===== config.mk =====
export PLATFORM = sky130hd
export DESIGN_NAME = fetch_seq
export DESIGN_NICKNAME = d
export VERILOG_FILES = /design/src/rtl/fetch_seq_pkg.sv /design/src/rtl/fetch_ctrl.sv /design/src/rtl/fetch_dp.sv /design/src/rtl/fetch_seq.sv
export SDC_FILE = /design/constraint.sdc
export NUM_CORES = 1
export LEC_CHECK = 0
export BUFFER_PORTS_ARGS = -buffer_cell sky130_fd_sc_hd__buf_2
export CAP_MARGIN = 20
export CORE_MARGIN = 3
export CORE_UTILIZATION = 55
export DETAILED_ROUTE_END_ITERATION = 8
export PLACE_DENSITY = 0.93
export RECOVER_POWER = 50
export SYNTH_ARGS = -nofsm -noshare
export SYNTH_HDL_FRONTEND = slang
export SYNTH_SLANG_ARGS = --single-unit

===== constraint.sdc =====
create_clock -name clk_i -period 2.6 [get_ports clk_i]
set_clock_uncertainty 0.1 [all_clocks]
set_input_delay 0.26 -clock clk_i [delete_from_list [all_inputs] [get_ports clk_i]]
set_output_delay 0.26 -clock clk_i [all_outputs]
set_load 0.03 [all_outputs]

===== src/rtl/fetch_seq_pkg.sv =====
package fetch_seq_pkg;
  typedef enum logic [2:0] {
    ST_IDLE = 3'd0,
    ST_T1   = 3'd1,
    ST_T2   = 3'd2,
    ST_T3   = 3'd3,
    ST_T4   = 3'd4,
    ST_T5   = 3'd5,
    ST_DONE = 3'd6
  } step_e;

  typedef struct packed {
    logic mar_pc;
    logic mar_ir;
    logic mbr_ld;
    logic pc_inc;
    logic ir_ld;
    logic opnd_imm;
    logic opnd_mem;
    logic rd;
  } uop_t;
endpackage


===== src/rtl/fetch_ctrl.sv =====
module fetch_ctrl
  import fetch_seq_pkg::*;
(
  input  logic  clk_i,
  input  logic  rst_ni,
  input  logic  start_i,
  input  logic  mode_imm_i,
  output step_e step_o,
  output uop_t  uop_o,
  output logic  done_o
);
  step_e step_q, step_d;

  always_ff @(posedge clk_i or negedge rst_ni) begin
    if (!rst_ni) step_q <= ST_IDLE;
    else         step_q <= step_d;
  end

  always_comb begin
    step_d = step_q;
    uop_o  = '0;
    unique case (step_q)
      ST_IDLE: if (start_i) step_d = ST_T1;
      ST_T1: begin
        uop_o.mar_pc = 1'b1;
        step_d       = ST_T2;
      end
      ST_T2: begin
        uop_o.rd     = 1'b1;
        uop_o.mbr_ld = 1'b1;
        uop_o.pc_inc = 1'b1;
        step_d       = ST_T3;
      end
      ST_T3: begin
        uop_o.ir_ld    = 1'b1;
        uop_o.opnd_imm = mode_imm_i;
        step_d         = mode_imm_i ? ST_DONE : ST_T4;
      end
      ST_T4: begin
        uop_o.mar_ir = 1'b1;
        step_d       = ST_T5;
      end
      ST_T5: begin
        uop_o.rd       = 1'b1;
        uop_o.mbr_ld   = 1'b1;
        uop_o.opnd_mem = 1'b1;
        step_d         = ST_DONE;
      end
      ST_DONE: step_d = ST_IDLE;
      default: step_d = ST_IDLE;
    endcase
  end

  assign step_o = step_q;
  assign done_o = (step_q == ST_DONE);
endmodule


===== src/rtl/fetch_dp.sv =====
module fetch_dp
  import fetch_seq_pkg::*;
#(
  parameter int unsigned ADDR_W = 8,
  parameter int unsigned DATA_W = 16
) (
  input  logic              clk_i,
  input  logic              rst_ni,
  input  uop_t              uop_i,
  input  logic [DATA_W-1:0] mem_rdata_i,
  output logic [ADDR_W-1:0] mar_o,
  output logic [ADDR_W-1:0] pc_o,
  output logic [DATA_W-1:0] ir_o,
  output logic [DATA_W-1:0] operand_o,
  output logic              mode_imm_o
);
  localparam int unsigned MODE_BIT = DATA_W - 1;

  logic [ADDR_W-1:0] pc_q, mar_q;
  logic [DATA_W-1:0] mbr_q, ir_q, opnd_q, imm_ext;

  generate
    if (DATA_W > ADDR_W) begin : g_ext
      assign imm_ext = {{(DATA_W-ADDR_W){1'b0}}, mbr_q[ADDR_W-1:0]};
    end else begin : g_noext
      assign imm_ext = mbr_q;
    end
  endgenerate

  always_ff @(posedge clk_i or negedge rst_ni) begin
    if (!rst_ni) begin
      pc_q   <= '0;
      mar_q  <= '0;
      mbr_q  <= '0;
      ir_q   <= '0;
      opnd_q <= '0;
    end else begin
      if (uop_i.mar_pc)   mar_q  <= pc_q;
      if (uop_i.mar_ir)   mar_q  <= ir_q[ADDR_W-1:0];
      if (uop_i.pc_inc)   pc_q   <= pc_q + 1'b1;
      if (uop_i.mbr_ld)   mbr_q  <= mem_rdata_i;
      if (uop_i.ir_ld)    ir_q   <= mbr_q;
      if (uop_i.opnd_imm) opnd_q <= imm_ext;
      // operand taken from the bus in the same edge the buffer captures it
      if (uop_i.opnd_mem) opnd_q <= mem_rdata_i;
    end
  end

  assign mar_o      = mar_q;
  assign pc_o       = pc_q;
  assign ir_o       = ir_q;
  assign operand_o  = opnd_q;
  assign mode_imm_o = mbr_q[MODE_BIT];
endmodule


===== src/rtl/fetch_seq.sv =====
module fetch_seq
  import fetch_seq_pkg::*;
#(
  parameter int unsigned ADDR_W = 8,
  parameter int unsigned DATA_W = 16
) (
  input  logic              clk_i,
  input  logic              rst_ni,
  input  logic              start_i,
  output logic [ADDR_W-1:0] mem_addr_o,
  output logic              mem_re_o,
  input  logic [DATA_W-1:0] mem_rdata_i,
  output logic              done_o,
  output logic [DATA_W-1:0] ir_o,
  output logic [DATA_W-1:0] operand_o,
  output logic [ADDR_W-1:0] pc_o
);
  step_e step_w;
  uop_t  uop_w;
  logic  mode_imm_w;

  fetch_ctrl u_ctrl (
    .clk_i      (clk_i),
    .rst_ni     (rst_ni),
    .start_i    (start_i),
    .mode_imm_i (mode_imm_w),
    .step_o     (step_w),
    .uop_o      (uop_w),
    .done_o     (done_o)
  );

  fetch_dp #(.ADDR_W(ADDR_W), .DATA_W(DATA_W)) u_dp (
    .clk_i       (clk_i),
    .rst_ni      (rst_ni),
    .uop_i       (uop_w),
    .mem_rdata_i (mem_rdata_i),
    .mar_o       (mem_addr_o),
    .pc_o        (pc_o),
    .ir_o        (ir_o),
    .operand_o   (operand_o),
    .mode_imm_o  (mode_imm_w)
  );

  assign mem_re_o = uop_w.rd;
endmodule


==> results.cfg <==
[status]
status = complete, no violations

[die]
io_pins = 69
fp.dieW_um = 77.6
placementRows = 25
die_h_um = 77.6
start_util = 0.581
coreArea_mm2 = 0.00485
die_area_mm2 = 0.00602

[routing]
ant_nets = 0
via_per_inst = 5.65
wl_um = 6200
routedWlPerCell_um = 18.5
drc_errors = 0
drt_pre_antenna_iters = 4
vias = 1899
drtIter0Drc = 137

[pwr]
peakVddDrop_mv = 0.763
switching_share = 0.438
internal_power_mw = 2.90
p_comb_frac = 0.472
power.switching_mw = 2.26
p_seq_frac = 0.382
pwr-share-clk = 0.146
power_density_mw_per_mm2 = 1550
p_total_mw = 5.15
p_leak_nw = 1.52

[logic_synthesis]
synth.distinct_cells = 31
synthMuxAreaShare = 0.211
synth-xor-area-share = 0.0218
postSynthCellCount = 188
synth-simple-area-share = 0.0498
syn_area_per_cell_um2 = 15.0
yosysSeqAreaShare = 0.595
ys.flop_type = dfrtp_1
mappedNetlistNets = 208
syn_area_mm2 = 0.00282
ys_warn_count = 0
synthArstFlopShare = 1.00
synth-edff-count = 0
synth_top_family_by_area = multiplexers
synth_compound_gate_area_share = 0.0853
synthAdderAreaFrac = 0.00444
yosys_register_bits = 67

[timing]
setup-violations-final = 0
finalHoldViolCount = 0
max_freq_mhz = 475
drv_slew = 0
tightestPinTransition_ns = 0.997
final.period_utilization = 0.811
setup_tns_ns = 0
fin_crit_ns = 2.11
setup_ws_ns = 0.493
max-slew-margin-rel = 0.335
rsz0062_at_grt = false

[clock_network]
cts_sinks = 67
clkTransAtPathRegs_ns = 0.07
clock_latency_ns = 0.35
cts_buffers = 9
cts_tree = done
htree_num_levels = 3
root_buffer = clkbuf_8
clockBufferDepth = 2

[layout]
syn2layout_area_growth_pct = 18.3
final_layout_size_suffix_gt1_frac = 0.343
final_cell_mix = dfrtp_1 (67), clkbuf_1 (50), mux2_2 (38)
final_cells = 336
final_nets = 285
design_area_mm2 = 0.00333
final_common_cell = dfrtp_1

[global_routing]
grt_util_met1 = 0.288
grt_pass1_vias = 1959
grt_pass1_wl_um = 10400
grt_use_met2 = 0.358
gr-usage-all-layers = 0.228
antenna_found_initial = 1
grt_max_degree = 43
grt-ovfl-total = 0
grt_use_met3 = 0.0766
top_usage_layer = met2

[placement]
portBuffers = 68
dp_slack_ns = 0.647
hpwl_um = 4300
gp_congestion = 0.803
place_inst = 320
place_area_mm2 = 0.00322

[setup_path]
cp-end-kind = output port
cp_top_family = simple AND/OR/NAND/NOR gates
crit_type = register to output port
critical_path_buf_inv_count = 2
start_kind = register
cp_cell_sequence = and3b_1 -> nor2_4 -> inv_1 -> buf_2
critPathMaxStageDelay_ns = 0.51
cp.required_ns = 2.24
path_max_fanout = 12
worstPathArrival_ns = 1.75
slowest_stage = dfrtp_1

[run]
maxCapViolCount = 0

[hold_path]
hp-class = primary input to register
-- state kept, by name, indices dropped and copies added, names as in the netlist --
name and flops:
u_dp.operand_o 16, u_dp.mar_o 8, u_dp.pc_o 8, u_dp.ir_o 16
u_dp.mbr_q 16, u_ctrl.step_o 3
-- logic make-up after synthesis --
family	after synthesis
XOR/XNOR	7
flip-flops	67
multiplexers	50
AND/OR/NAND/NOR	20
AO/OA/AOI/OAI	29
buffers and inverters	14
adder cells (fa/ha/maj)	1
-- final timing paths --
path / from / slack (ns) / endpoint / depth (start not counted)
max in group asynchronous: rst_ni / 1.10 / u_dp.mar_o[0] / 3
worst min register to register: u_dp.mar_o[3] / 0.39 / u_dp.mar_o[3] / 1
worst max-delay path: u_ctrl.step_o[2] / 0.49 / mem_re_o / 4
min in group asynchronous: rst_ni / 0.52 / u_dp.mbr_q[11] / 2
worst max register to register: u_ctrl.step_o[1] / 0.54 / u_dp.ir_o[9] / 3
worst min-delay path: mem_rdata_i[12] / 0.06 / u_dp.operand_o[12] / 2
-- power by group through the flow --
stage	clock network, mW	registers, mW	logic, mW
after detailed placement	0	1.97	2.54
after global placement	0	1.94	2.45
after floorplan	0	2.50	1.30
after CTS	0.758	1.96	2.56
final	0.751	1.97	2.43
after global routing	0.798	2.04	2.60
-- metrics by stage --
step,util,hold WS (ns)
final,0.687,0.0563
after global routing,0.687,0.0593
after CTS,0.701,0.0516
after detailed placement,0.664,0.328
after global placement,0.664,0.324
after floorplan,-,-0.136
-- layout make-up --
class                   count  area (µm²)
diodes                      1        2.50
multi-input cells         107        1050
well taps                  67        83.8
repair buffers             77         343
flip-flops and latches     67        1680
clock inverters             3        15.0
clock buffers              11         151
fillers                   370        1520
inverters                   3        11.3
-- cell usage after synthesis, drive strengths merged, types with 3 or more instances --
cell type	instances	area (µm²)
a22o	8	70.1
clkbuf	3	11.3
nand2	3	13.8
nand4	4	25.0
inv	3	11.3
nor2b	3	18.8
xor2	4	35.0
o2bb2ai	8	70.1
buf	8	68.8
dfrtp	67	1680
mux2	48	574
a22oi	8	60.1
xnor2	3	26.3
-- timing repair --
item / CTS / global route
gates resized for setup: 0 / 0
hold buffers: 1 / 0
hold endpoints to repair: 40 / 0
setup buffers: 0 / 0
-- per-layer routing --
layer  vias to the layer above  routed length [µm]
li1                        842                   -
met2                        80                3070
met5                         -                   0
met4                         0                 185
met3                        17                 447
met1                       960                2500
Power figures use the tool's default switching activity.
